**src/rtl/uart_rb_pkg.sv**
```systemverilog
// Shared register indices, identification codes and flag types for the
// UART register file. Assumes a 32-bit word-addressed bus of eight words.
package uart_rb_pkg;

    localparam int REG_COUNT = 8;

    typedef enum logic [2:0] {
        IDX_DATA  = 3'd0,
        IDX_IEN   = 3'd1,
        IDX_IID   = 3'd2,
        IDX_LCTL  = 3'd3,
        IDX_MCTL  = 3'd4,
        IDX_LSTAT = 3'd5,
        IDX_MSTAT = 3'd6,
        IDX_DIV   = 3'd7
    } reg_idx_e;

    localparam logic [2:0] IID_LINE  = 3'b110;
    localparam logic [2:0] IID_RXD   = 3'b100;
    localparam logic [2:0] IID_THR   = 3'b010;
    localparam logic [2:0] IID_MODEM = 3'b000;
    localparam logic [2:0] IID_NONE  = 3'b001;

    typedef struct packed {
        logic brk;
        logic ferr;
        logic perr;
        logic ovr;
        logic dr;
    } rx_flags_t;

endpackage

```
**src/rtl/uart_rb_decode.sv**
```systemverilog
// Address decoder: splits a byte address into a register index and flags
// accesses that are misaligned or beyond the last register.
// Assumes NUM_REGS is a power of two no larger than the word space.
module uart_rb_decode #(
    parameter int ADDR_W   = 8,
    parameter int NUM_REGS = 8
) (
    input  logic                        sel,
    input  logic                        wr,
    input  logic [ADDR_W-1:0]           addr,
    output logic                        acc_rd,
    output logic                        acc_wr,
    output logic [$clog2(NUM_REGS)-1:0] reg_sel,
    output logic                        illegal
);
    localparam int IDX_W = ADDR_W - 2;
    localparam int SEL_W = $clog2(NUM_REGS);

    logic [IDX_W-1:0] word;
    logic             legal;

    // Classify the address and produce qualified read/write strobes
    always_comb begin
        word    = addr[ADDR_W-1:2];
        legal   = (addr[1:0] == 2'b00) && (word < IDX_W'(NUM_REGS));
        reg_sel = word[SEL_W-1:0];
        acc_rd  = sel && !wr && legal;
        acc_wr  = sel &&  wr && legal;
        illegal = sel && !legal;
    end
endmodule

```
**src/rtl/uart_rb_rx.sv**
```systemverilog
// Receive holding register: one byte plus data-ready, overrun and the
// per-byte error flags. Bytes are taken on any cycle rx_valid is high;
// rx_ready is only a hint to the source. An arrival beats a same-cycle read.
module uart_rb_rx
    import uart_rb_pkg::*;
#(
    parameter int BYTE_W = 8
) (
    input  logic              clk,
    input  logic              rst_n,
    input  logic              rx_valid,
    input  logic [BYTE_W-1:0] rx_byte,
    input  logic              rx_perr,
    input  logic              rx_ferr,
    input  logic              rx_brk,
    input  logic              rd_data,
    input  logic              rd_stat,
    output logic              rx_ready,
    output logic [BYTE_W-1:0] hold,
    output rx_flags_t         flags
);
    logic overrun_now;

    // An arrival is an overrun when the held byte was neither read nor drained
    always_comb overrun_now = rx_valid && flags.dr && !rd_data;

    // Hold the byte and update the flags on arrival, data read and status read
    always_ff @(posedge clk) begin
        if (!rst_n) begin
            hold  <= '0;
            flags <= '0;
        end else begin
            if (rx_valid) begin
                hold     <= rx_byte;
                flags.dr <= 1'b1;
            end else if (rd_data) begin
                flags.dr <= 1'b0;
            end
            flags.ovr  <= (rd_stat ? 1'b0 : flags.ovr)  | overrun_now;
            flags.perr <= (rd_stat ? 1'b0 : flags.perr) | (rx_valid && rx_perr);
            flags.ferr <= (rd_stat ? 1'b0 : flags.ferr) | (rx_valid && rx_ferr);
            flags.brk  <= (rd_stat ? 1'b0 : flags.brk)  | (rx_valid && rx_brk);
        end
    end

    // Advertise room only while nothing is held
    always_comb rx_ready = !flags.dr;


    capture_chk: assert property (@(posedge clk) disable iff (!rst_n)
        rx_valid |=> (flags.dr && hold == $past(rx_byte)));

    drain_chk: assert property (@(posedge clk) disable iff (!rst_n)
        (rd_data && !rx_valid) |=> !flags.dr);

    overrun_set_chk: assert property (@(posedge clk) disable iff (!rst_n)
        (rx_valid && flags.dr && !rd_data) |=> flags.ovr);
endmodule

```
**src/rtl/uart_rb_tx.sv**
```systemverilog
// Transmit holding stage: a data-register write loads the byte and raises
// tx_valid until the serialiser accepts it. A write while a byte is pending
// replaces it. Assumes tx_ready may be high at any time.
module uart_rb_tx #(
    parameter int BYTE_W = 8
) (
    input  logic              clk,
    input  logic              rst_n,
    input  logic              wr_data,
    input  logic [BYTE_W-1:0] wdata,
    input  logic              tx_ready,
    output logic              tx_valid,
    output logic [BYTE_W-1:0] tx_byte,
    output logic              tx_empty
);
    // Load on write, release on handshake
    always_ff @(posedge clk) begin
        if (!rst_n) begin
            tx_valid <= 1'b0;
            tx_byte  <= '0;
        end else if (wr_data) begin
            tx_valid <= 1'b1;
            tx_byte  <= wdata;
        end else if (tx_valid && tx_ready) begin
            tx_valid <= 1'b0;
        end
    end

    // Holding stage empty whenever no byte is pending
    always_comb tx_empty = !tx_valid;


    tx_hold_chk: assert property (@(posedge clk) disable iff (!rst_n)
        (tx_valid && !tx_ready && !wr_data) |=> (tx_valid && $stable(tx_byte)));

    tx_release_chk: assert property (@(posedge clk) disable iff (!rst_n)
        (tx_valid && tx_ready && !wr_data) |=> tx_empty);
endmodule

```
**src/rtl/uart_rb_irq.sv**
```systemverilog
// Interrupt resolver: combines enabled causes into one request line and
// a priority-ordered identification code. Purely combinational.
module uart_rb_irq
    import uart_rb_pkg::*;
(
    input  logic [3:0] ien,
    input  logic       line_err,
    input  logic       data_rdy,
    input  logic       thr_empty,
    input  logic [3:0] modem_delta,
    output logic       irq,
    output logic [2:0] irq_id
);
    logic [3:0] cause;

    // Gate each cause with its enable: bit3 line, bit2 rx, bit1 tx, bit0 modem
    always_comb begin
        cause[3] = line_err  && ien[2];
        cause[2] = data_rdy  && ien[0];
        cause[1] = thr_empty && ien[1];
        cause[0] = (|modem_delta) && ien[3];
        irq      = |cause;
    end

    // Pick the highest-priority cause
    always_comb begin
        if (cause[3])      irq_id = IID_LINE;
        else if (cause[2]) irq_id = IID_RXD;
        else if (cause[1]) irq_id = IID_THR;
        else if (cause[0]) irq_id = IID_MODEM;
        else               irq_id = IID_NONE;
    end
endmodule

```
**src/rtl/uart_regblock.sv**
```systemverilog
// UART register file top: bus decode, control registers, status assembly,
// registered read data and interrupt resolution. Read data and the illegal
// flag lag the access by one cycle; all side effects land at the access edge.
// Assumes DIV_W <= DATA_W and BYTE_W == 8.
module uart_regblock
    import uart_rb_pkg::*;
#(
    parameter int DATA_W = 32,
    parameter int ADDR_W = 8,
    parameter int BYTE_W = 8,
    parameter int DIV_W  = 32
) (
    input  logic              clk,
    input  logic              rst_n,
    input  logic              bus_sel,
    input  logic              bus_wr,
    input  logic [ADDR_W-1:0] bus_addr,
    input  logic [DATA_W-1:0] bus_wdata,
    output logic [DATA_W-1:0] bus_rdata,
    output logic              bus_bad,
    input  logic              rx_valid,
    output logic              rx_ready,
    input  logic [BYTE_W-1:0] rx_byte,
    input  logic              rx_perr,
    input  logic              rx_ferr,
    input  logic              rx_brk,
    output logic              tx_valid,
    input  logic              tx_ready,
    output logic [BYTE_W-1:0] tx_byte,
    input  logic [7:0]        modem_in,
    output logic              irq,
    output logic [2:0]        irq_id,
    output logic [7:0]        lctl_out,
    output logic [7:0]        mctl_out,
    output logic [DIV_W-1:0]  div_out
);
    localparam int SEL_W  = $clog2(REG_COUNT);
    localparam int LSR_W  = 7;

    logic              acc_rd, acc_wr, illegal;
    logic [SEL_W-1:0]  reg_sel;
    logic              rd_data, rd_stat, wr_data;
    logic [3:0]        ien_q;
    logic [7:0]        lctl_q, mctl_q, msr_q;
    logic [DIV_W-1:0]  div_q;
    logic [DATA_W-1:0] rd_next, rd_q;
    logic              bad_q;
    logic [BYTE_W-1:0] rx_hold;
    rx_flags_t         rx_flags;
    logic              tx_empty;
    logic [LSR_W-1:0]  lsr;

    uart_rb_decode #(.ADDR_W(ADDR_W), .NUM_REGS(REG_COUNT)) i_decode (
        .sel(bus_sel), .wr(bus_wr), .addr(bus_addr),
        .acc_rd(acc_rd), .acc_wr(acc_wr), .reg_sel(reg_sel), .illegal(illegal)
    );

    // Side-effecting strobes for the data and line-status registers
    always_comb begin
        rd_data = acc_rd && (reg_sel == IDX_DATA);
        rd_stat = acc_rd && (reg_sel == IDX_LSTAT);
        wr_data = acc_wr && (reg_sel == IDX_DATA);
    end

    uart_rb_rx #(.BYTE_W(BYTE_W)) i_rx (
        .clk(clk), .rst_n(rst_n),
        .rx_valid(rx_valid), .rx_byte(rx_byte),
        .rx_perr(rx_perr), .rx_ferr(rx_ferr), .rx_brk(rx_brk),
        .rd_data(rd_data), .rd_stat(rd_stat),
        .rx_ready(rx_ready), .hold(rx_hold), .flags(rx_flags)
    );

    uart_rb_tx #(.BYTE_W(BYTE_W)) i_tx (
        .clk(clk), .rst_n(rst_n),
        .wr_data(wr_data), .wdata(bus_wdata[BYTE_W-1:0]),
        .tx_ready(tx_ready), .tx_valid(tx_valid), .tx_byte(tx_byte),
        .tx_empty(tx_empty)
    );

    // Assemble line status: empty flags on top, receive flags below
    always_comb lsr = {tx_empty, tx_empty, rx_flags.brk, rx_flags.ferr,
                       rx_flags.perr, rx_flags.ovr, rx_flags.dr};

    uart_rb_irq i_irq (
        .ien(ien_q),
        .line_err(rx_flags.ovr | rx_flags.perr | rx_flags.ferr | rx_flags.brk),
        .data_rdy(rx_flags.dr), .thr_empty(tx_empty),
        .modem_delta(msr_q[3:0]),
        .irq(irq), .irq_id(irq_id)
    );

    // Write-only control registers
    always_ff @(posedge clk) begin
        if (!rst_n) begin
            ien_q  <= '0;
            lctl_q <= '0;
            mctl_q <= '0;
            div_q  <= '0;
        end else if (acc_wr) begin
            case (reg_idx_e'(reg_sel))
                IDX_IEN:  ien_q  <= bus_wdata[3:0];
                IDX_LCTL: lctl_q <= bus_wdata[7:0];
                IDX_MCTL: mctl_q <= bus_wdata[7:0];
                IDX_DIV:  div_q  <= bus_wdata[DIV_W-1:0];
                default:  ;
            endcase
        end
    end

    // Sample modem status from the line side every cycle
    always_ff @(posedge clk) begin
        if (!rst_n) msr_q <= '0;
        else        msr_q <= modem_in;
    end

    // Select read data for readable registers; everything else reads zero
    always_comb begin
        rd_next = '0;
        if (acc_rd) begin
            case (reg_idx_e'(reg_sel))
                IDX_DATA:  rd_next[BYTE_W-1:0] = rx_hold;
                IDX_IID:   rd_next[2:0]        = irq_id;
                IDX_LSTAT: rd_next[LSR_W-1:0]  = lsr;
                IDX_MSTAT: rd_next[7:0]        = msr_q;
                default:   ;
            endcase
        end
    end

    // Register read data and the illegal-access pulse
    always_ff @(posedge clk) begin
        if (!rst_n) begin
            rd_q  <= '0;
            bad_q <= 1'b0;
        end else begin
            rd_q  <= rd_next;
            bad_q <= illegal;
        end
    end

    // Drive the outputs from the stored state
    always_comb begin
        bus_rdata = rd_q;
        bus_bad   = bad_q;
        lctl_out  = lctl_q;
        mctl_out  = mctl_q;
        div_out   = div_q;
    end


    irq_code_chk: assert property (@(posedge clk) disable iff (!rst_n)
        irq == (irq_id != IID_NONE));

    bad_pulse_chk: assert property (@(posedge clk) disable iff (!rst_n)
        !bus_sel |=> !bus_bad);

    bad_quiet_chk: assert property (@(posedge clk) disable iff (!rst_n)
        (bus_sel && bus_addr[1:0] != 2'b00) |=> (bus_bad && bus_rdata == '0));

    modem_copy_chk: assert property (@(posedge clk) disable iff (!rst_n)
        1'b1 |=> (msr_q == $past(modem_in)));
endmodule

```
**config.mk**
```make
export PLATFORM = sky130hd
export DESIGN_NAME = uart_regblock
export DESIGN_NICKNAME = d
export VERILOG_FILES = /design/src/rtl/uart_rb_pkg.sv /design/src/rtl/uart_rb_decode.sv /design/src/rtl/uart_rb_rx.sv /design/src/rtl/uart_rb_tx.sv /design/src/rtl/uart_rb_irq.sv /design/src/rtl/uart_regblock.sv
export SDC_FILE = /design/constraint.sdc
export NUM_CORES = 1
export LEC_CHECK = 0
export BUFFER_PORTS_ARGS = -buffer_cell sky130_fd_sc_hd__buf_4
export CORE_UTILIZATION = 29
export DETAILED_ROUTE_END_ITERATION = 12
export MAX_ROUTING_LAYER = met4
export PLACE_DENSITY = 0.65
export SKIP_LAST_GASP = 1
export SYNTH_ARGS = -nofsm -noshare
export SYNTH_HDL_FRONTEND = slang
export SYNTH_SLANG_ARGS = --single-unit
```
**constraint.sdc**
```tcl
create_clock -name clk -period 3.5 [get_ports clk]
set_clock_uncertainty 0.05 [all_clocks]
set_input_delay 0.7 -clock clk [delete_from_list [all_inputs] [get_ports clk]]
set_output_delay 0.7 -clock clk [all_outputs]
set_load 0.05 [all_outputs]
```
==> results.cfg, run 1 <==
[sta]
timing_hold_violations_final = 0
slew_viol_final = 0
worst_slew_pin_slew_ps = 602
timing.fmax_mhz = 399
setup_tns_ps = 0
rsz0062_at_grt = false
timing.hold.ws_ps = 406
relSlewSlack_pct = 59.9
period_share_pct = 71.6
finalSetupViolations = 0
period_needed_ps = 2510

[yosys]
ys_warn_count = 0
synth_top_area_share_pct = 49.3
yosysMostFrequentCell = nand2_1
synth-edff-count = 0
synth_ff_type = dfxtp_1
synthTopCellsByArea = dfxtp_1 (49%), mux2i_1 (18%), nand2_1 (11%)
syn_area_um2 = 3690
ys_seq_elements = 91
synth-async-reset-ratio_pct = 0
synthDistinctLibCells = 34
synth_common_cells = nand2_1 (105), dfxtp_1 (91), mux2i_1 (68)
yosys.area.top_type = dfxtp_1
syn_avg_cell_area_um2 = 9.60
synth_cells = 385
yosysSeqAreaShare_pct = 49.3

[critical_path]
setup.worst_path.class = register to primary output
critPathSlowestCell = o41ai_1
worstPathCellList = o41ai_1 -> and4_1 -> inv_1 -> buf_4
r2r_start = i_rx.flags[2]$_SDFF_PN0_
critPathMaxFanout = 3
start_kind = register
r2r_slack_ps = 2000
reg2reg_depth = 4
rr_endpoint = bus_rdata[0]$_SDFF_PN0_
path_delay_family = compound AO/OA/AOI/OAI gates
worst-path-buf-inv = 2
slowest_delay_ps = 540
cp_num_cells = 4
worstSetupEndpoint = irq
worstPathRequired_ps = 2750
cp.arrival_ps = 1760
cp-end-kind = primary output
worstSetupStartpoint = i_rx.flags[2]$_SDFF_PN0_

[clock_tree]
numCtsBuffers = 9
cts-root-buf = clkbuf_16
postCtsSetupBuffers = 0
htree_levels = 3
clk_latency_ps = 330
cts_buffer_depth = 2
clk_pin_slew_ps = 60
cts_tree = done
cts_resized = 0
ctsHoldBuffers = 0
cts.sinks = 91

[layout]
nFillCells = 1213
drive_gt1_share_pct = 30.9
diodes = 0
fin_cells = 683
fin_util_pct = 41.4
nNetsFinal = 578
final_area_um2 = 5060
syn_to_final_growth_pct = 36.9

[global_routing]
first_global_vias = 2868
antenna_found_initial = 0
grt_pass1_wl_um = 14400
grt_usage_pct = 14.6
grt.overflow.total = 0
grt_max_degree = 62

[floorplanning]
initial_core_util_pct = 30.3
ios = 160
placementRows = 40
die_y_um = 115
die_x_um = 115
dieArea_um2 = 13200
core_um2 = 12200

[job]
max_cap_violations = 0

[detailed_routing]
wl_per_cell_um = 13.3
vias = 2983
routed_wirelength_um = 9090
drc_errors = 0
via_per_inst = 4.37
ant_nets = 0
drt_iter0_drc = 147
dr.pass1.iters = 6

[place]
dp.cells = 670
gp_congestion = 0.816
io_buffers = 135
placed_cell_area_um2 = 4770
dp_hpwl_um = 6610

[power]
ir_drop_v = 0.000174
powerDensity_nw_per_um2 = 441
p_leak_uw = 0.00228

[run_status]
status = complete, no violations

[hold_path]
hp-class = register to register
## cell type report
| cell class | instances | area [um^2] | share of cell area, % |
|---|---|---|---|
| multi-input combinational | 269 | 1680 | 33.2 |
| inverter | 2 | 7.51 | 0.148 |
| clock buffer | 11 | 253 | 5.00 |
| sequential | 91 | 1820 | 36.0 |
| clock inverter | 2 | 37.5 | 0.742 |
| timing repair buffer | 140 | 1050 | 20.8 |
| tap | 168 | 210 | 4.16 |
## worst min-delay path: cells and delay by family (launching register included)
kind,cells,cell delay [ps]
flops,1,310
simple gates,1,50
mux,1,50
## cell families (layout without fill, tap and decap cells)
| kind of cell | Yosys count | count (layout) | share of synthesized area (%) |
|---|---|---|---|
| and+or+nand+nor | 148 | 148 | 18.6 |
| DFF | 91 | 91 | 49.3 |
| muxes | 68 | 68 | 18.4 |
| buffers and inverters | 48 | 155 | 7.62 |
| AOI/OAI and AO/OA | 29 | 29 | 5.99 |
| other | 1 | 24 | 0.101 |
## flip-flops by register name, indices dropped and copies added, names as in the netlist
signal         flops
div_out           32
bus_rdata          8
i_rx.hold          8
i_tx.tx_byte       8
lctl_out           8
mctl_out           8
msr_q              8
i_rx.flags         5
ien_q              4
bus_bad            1
i_tx.tx_valid      1
## report_power, final
group	switching [uW]	internal, uW	total (uW)
Sequential	10.7	1050	1060
Combinational	131	77.4	208
Clock	378	580	958
Total	519	1710	2230
## worst min path at each step
stage / from / end / cells after the start
floorplan: ien_q[2]$_SDFFE_PN0P_ / ien_q[2]$_SDFFE_PN0P_ / 2
global placement: div_out[24]$_SDFFE_PN0P_ / div_out[24]$_SDFFE_PN0P_ / 2
detailed placement: div_out[2]$_SDFFE_PN0P_ / div_out[2]$_SDFFE_PN0P_ / 2
CTS: div_out[2]$_SDFFE_PN0P_ / div_out[2]$_SDFFE_PN0P_ / 2
global route: div_out[26]$_SDFFE_PN0P_ / div_out[26]$_SDFFE_PN0P_ / 2
finish: div_out[2]$_SDFFE_PN0P_ / div_out[2]$_SDFFE_PN0P_ / 2
## per-stage QoR
step | power (uW) | setup slack (ps)
6_report | 2230 | 994
5_1_grt | 2320 | 894
4_1_cts | 2260 | 968
3_5_place_dp | 1290 | 786
3_3_place_gp | 1290 | 836
2_1_floorplan | 1240 | 895
## layout by cell type, fill, tap and decap left out, drive strengths merged, types with 2 or more instances in the layout
cell type and count:
a22oi 8, dfxtp 91, nand3 2, clkbuf 11, a21oi 4, o21ai 2, a2bb2oi 5, nor2b 9
nand2 105, conb 24, mux2i 68, nor2 7, nor3 3, nor4 2, buf 140, o41ai 2
o22a 2, inv 2, and2 12, nand2b 2, a32o 3
## routing by layer
metal  share of wire, %  wire [um]  up-vias  track usage, %
li1                   -          -     1495               -
met4                1.9        175        0            6.84
met2                 44       3970      123            21.9
met5                  0          0        -               -
met1                 47       4250     1351            18.1
met3                7.6        687       14            4.22
No activity file was read; power rests on OpenSTA's default activity.
==> run 2: changes to the inputs <==
==> constraint.sdc (replaced) <==
create_clock -name clk -period 2.34 [get_ports clk]
set_clock_uncertainty 0.05 [all_clocks]
set_input_delay 0.468 -clock clk [delete_from_list [all_inputs] [get_ports clk]]
set_output_delay 0.468 -clock clk [all_outputs]
set_load 0.05 [all_outputs]
==> results.cfg, run 2 (synthesized netlist as in run 1, its figures left out) <==
[sta]
finalSetupViolations = 0
timing.fmax_mhz = 462
relSlewSlack_pct = 65.6
rsz0062_at_grt = false
period_needed_ps = 2160
slew_viol_final = 0
period_share_pct = 92.5
timing.hold.ws_ps = 289
worst_slew_pin_slew_ps = 516
timing_hold_violations_final = 0
setup_tns_ps = 0

[hold_path]
hold_depth = 2
hp-class = input port to register
min_to = msr_q[1]$_SDFF_PN0_
min_from = modem_in[1]

[critical_path]
setup.worst_path.class = register to primary output
cp-end-kind = primary output
start_kind = register
reg2reg_depth = 4
critPathMaxFanout = 3
r2r_slack_ps = 940
r2r_start = i_rx.flags[2]$_SDFF_PN0_
rr_endpoint = bus_rdata[0]$_SDFF_PN0_
cp.arrival_ps = 1650
worstPathRequired_ps = 1820

[place]
gp_congestion = 0.819
io_buffers = 135
dp_hpwl_um = 6600

[detailed_routing]
ant_nets = 0
vias = 3028
via_per_inst = 4.40
drt_iter0_drc = 154
routed_wirelength_um = 8960
wl_per_cell_um = 13.0
drc_errors = 0
dr.pass1.iters = 4

[floorplanning]
placementRows = 40
die_x_um = 115
dieArea_um2 = 13200
die_y_um = 115
initial_core_util_pct = 30.3
core_um2 = 12200
ios = 160

[clock_tree]
htree_levels = 3
cts_tree = done
clk_latency_ps = 340
clk_pin_slew_ps = 70
cts_buffer_depth = 2
cts.sinks = 91
ctsHoldBuffers = 0
numCtsBuffers = 9
cts-root-buf = clkbuf_16

[run_status]
status = complete, no violations

[global_routing]
first_global_vias = 2813
grt_usage_pct = 14.3
grt.overflow.total = 0
grt_max_degree = 65
grt_pass1_wl_um = 13900
antenna_found_initial = 0

[layout]
nFillCells = 1196
multiInputGateArea_um2 = 1690
final_cell_mix = buf_4 (139), nand2_1 (105), dfxtp_1 (91), mux2i_1 (68), conb_1 (24)
nNetsFinal = 580
seqCellArea_um2 = 1820
syn_to_final_growth_pct = 38.5
diodes = 0
largest_reg_flops = 32
drive_gt1_share_pct = 31.7
final_common_cell = buf_4

[power]
ir_drop_v = 0.000304
powerDensity_nw_per_um2 = 642
design_power_total_uw = 3280
p_leak_uw = 0.00230

[job]
max_cap_violations = 0
==> run 2: final cells by class <==
type,instances,share of cell area [%]
flip-flops and latches,91,35.6
clock inverters,5,0.733
multi-input cells,269,32.9
repair buffers,142,21.6
inverters,2,0.147
clock buffers,11,4.94
well taps,168,4.11
==> run 2: worst max-delay path by stage <==
stage | from | to | slack [ps] | cells after the start
after global routing | i_rx.flags[2]$_SDFF_PN0_ | irq | 90 | 4
final | i_rx.flags[2]$_SDFF_PN0_ | irq | 180 | 4
after global placement | bus_addr[1] | div_out[29]$_SDFFE_PN0P_ | 130 | 6
after detailed placement | bus_addr[1] | div_out[8]$_SDFFE_PN0P_ | 70 | 6
after floorplan | i_tx.tx_valid$_SDFFE_PN0P_ | irq | 100 | 3
after CTS | i_rx.flags[2]$_SDFF_PN0_ | irq | 40 | 4
==> run 2: routing by layer <==
metal | GRT usage [%] | vias to the layer above | share of wire [%]
met4 | 6.75 | 0 | 1.8
met1 | 17.5 | 1390 | 46
met5 | - | - | 0
li1 | - | 1499 | -
met3 | 4.43 | 14 | 7.2
met2 | 21.2 | 125 | 45
==> run 2: worst max-delay path, cell delays in order (launching register included) <==
cell and delay, ps:
dfxtp_1 340, o41ai_2 430, and4_1 300, inv_1 50, buf_4 180
==> run 2: where the power goes <==
| part | total (uW) | switching [uW] | internal [uW] |
|---|---|---|---|
| combinational | 313 | 195 | 118 |
| sequential | 1590 | 17.0 | 1570 |
| clock | 1380 | 603 | 779 |
| total | 3280 | 815 | 2470 |
==> run 2: repair_timing <==
item                       in CTS  in global routing
setup endpoints to repair       0                  2
gates resized for setup         0                  1
setup buffers                   0                  0
==> run 2: per-stage QoR <==
stage	utilization [%]	instance area (um^2)	instances	setup slack [ps]
after floorplan	-	3780	408	97.3
after detailed placement	39.5	4820	672	74.8
final	41.9	5120	688	175
after CTS	41.9	5110	688	41.0
after global routing	41.9	5120	688	88.4
after global placement	39.5	4820	672	127
==> run 3: changes to the inputs <==
--- a/config.mk
+++ b/config.mk
@@ -13,4 +13,5 @@
 export SKIP_LAST_GASP = 1
 export SYNTH_ARGS = -nofsm -noshare
 export SYNTH_HDL_FRONTEND = slang
+export SYNTH_HIERARCHICAL = 1
 export SYNTH_SLANG_ARGS = --single-unit
==> results.cfg, run 3 <==
[yosys]
ys_seq_elements = 91
synthDistinctLibCells = 46
syn_avg_cell_area_um2 = 9.34
yosysSeqAreaShare_pct = 48.0
yosysMostFrequentCell = dfxtp_1
synth_common_cells = dfxtp_1 (91), nand3_1 (53), nand2_1 (42)
syn_area_um2 = 3790
yosys.area.top_type = dfxtp_1
synth-async-reset-ratio_pct = 0
ys_warn_count = 6
synthTopCellsByArea = dfxtp_1 (48%), mux2i_1 (7.9%), nand3_1 (7.0%)
synth_ff_type = dfxtp_1
synth_cells = 406
synth_top_area_share_pct = 48.0
synth-edff-count = 0

[sta]
relSlewSlack_pct = 64.6
rsz0062_at_grt = true
worst_slew_pin_slew_ps = 531
finalSetupViolations = 0
timing.fmax_mhz = 429
timing_hold_violations_final = 0
setup_slack_ps = 11.4
setup_tns_ps = 0
period_needed_ps = 2330
period_share_pct = 99.5
slew_viol_final = 0

[power]
ir_drop_v = 0.000250
p_leak_uw = 0.00218
powerDensity_nw_per_um2 = 648
design_power_total_uw = 3350

[hold_path]
hold_depth = 2
min_from = modem_in[5]
hp-class = input port to register
min_to = msr_q[5]$_SDFF_PN0_

[global_routing]
grt_pass1_wl_um = 14300
grt.overflow.total = 0
antenna_found_initial = 0
first_global_vias = 2894
grt_usage_pct = 14.4
grt_max_degree = 65

[detailed_routing]
ant_nets = 0
drt_iter0_drc = 104
via_per_inst = 4.37
drc_errors = 0
dr.pass1.iters = 4
routed_wirelength_um = 9220
vias = 3088
wl_per_cell_um = 13.1

[place]
gp_congestion = 0.827
dp_hpwl_um = 6810
post-place-ws_ps = 107
io_buffers = 135

[critical_path]
reg2reg_depth = 7
start_kind = register
setup.worst_path.class = register to primary output
r2r_slack_ps = 280
cp-end-kind = primary output
r2r_start = i_rx/flags[1]$_SDFF_PN0_
worstSetupStartpoint = i_rx/flags[1]$_SDFF_PN0_
rr_endpoint = bus_rdata[0]$_SDFF_PN0_
critPathMaxFanout = 3
cp.arrival_ps = 1810
worstPathRequired_ps = 1820

[clock_tree]
numCtsBuffers = 9
clk_pin_slew_ps = 60
cts-root-buf = clkbuf_16
cts_buffer_depth = 2
cts.sinks = 91
cts_tree = done
clk_latency_ps = 340
htree_levels = 3

[floorplanning]
core_um2 = 12700
placementRows = 41
initial_core_util_pct = 29.9
dieArea_um2 = 13500
ios = 160
die_x_um = 116
die_y_um = 116

[layout]
nFillCells = 1283
nNetsFinal = 594
fin_util_pct = 40.8
syn_to_final_growth_pct = 36.3
final_common_cell = buf_4
multiInputGateArea_um2 = 1690
final_cell_mix = buf_4 (141), dfxtp_1 (88), nand3_1 (53), nand2_1 (42), o21ai_0 (40)
drive_gt1_share_pct = 33.0
seqCellArea_um2 = 1830
diodes = 0
largest_reg_flops = 32

[job]
max_cap_violations = 0

[run_status]
status = complete, no violations
## run 3: cell types whose count changed in the layout (fill, tap and decap cells not counted), moves of 4 or more
cell / previous run / this run
a21oi_1: 4 / 0
a22oi_1: 8 / 1
a2bb2oi_1: 5 / 0
a31oi_1: 1 / 7
mux2i_1: 68 / 30
nand2_1: 105 / 42
nand3_1: 2 / 53
nor2_1: 7 / 1
nor2b_1: 9 / 31
o21ai_0: 1 / 40
## run 3: kinds of logic after synthesis
kind of cell | synth area share (%)
multiplexers | 7.92
XOR/XNOR | 0.462
AO/OA/AOI/OAI | 9.80
flip-flops | 48.0
other | 0.0988
buffers and inverters | 10.2
AND/OR/NAND/NOR | 23.5
## run 3: repair_timing
item | in CTS | in global routing
gates resized for setup | 4 | 4
setup endpoints to repair | 2 | 1
pin swaps | 1 | 3
buffers inserted | 0 | 1
hold buffers | 0 | 0
## run 3: layer usage
layer,track usage [%],routed length [um],part of all wire (%)
met5,-,0,0
met4,8.03,234,2.5
met3,4.10,622,6.7
met2,21.9,4380,47
met1,17.0,3990,43
## run 3: how the worst max path moves through the flow
stage | slack (ps) | to | depth (start not counted)
6_report | 10 | irq_id[0] | 4
5_1_grt | -20 | irq_id[0] | 4
4_1_cts | 30 | irq_id[0] | 4
3_5_place_dp | 110 | mctl_out[4]$_SDFFE_PN0P_ | 8
3_3_place_gp | 110 | mctl_out[6]$_SDFFE_PN0P_ | 8
2_1_floorplan | 90 | bus_rdata[0]$_SDFF_PN0_ | 6
## run 3: layout make-up
cell class	count	area share, %
multi-input cells	278	32.6
repair buffers	145	21.9
inverters	4	0.290
clock buffers	12	4.77
clock inverters	4	0.968
flip-flops and latches	91	35.3
well taps	172	4.16
## run 3: where the power goes
part / switching, uW / internal, uW / total (uW) / leakage (uW)
clock network: 587 / 855 / 1440 / 0.000139
logic: 197 / 123 / 320 / 0.00130
registers: 15.8 / 1570 / 1590 / 0.000739
total: 800 / 2550 / 3350 / 0.00218
## run 3: stage by stage
| step | instance area (um^2) | instances | hold slack (ps) |
|---|---|---|---|
| after global routing | 5170 | 706 | 292 |
| after CTS | 5160 | 705 | 274 |
| after floorplan | 3880 | 429 | 391 |
| after global placement | 4840 | 689 | 406 |
| after detailed placement | 4840 | 689 | 414 |
| final | 5170 | 706 | 288 |
## run 3: worst max-delay path, cell delays in order (launching register included)
cell and delay, ps:
dfxtp_2 330, or4_4 540, a22oi_2 220, and3_4 230, buf_8 150
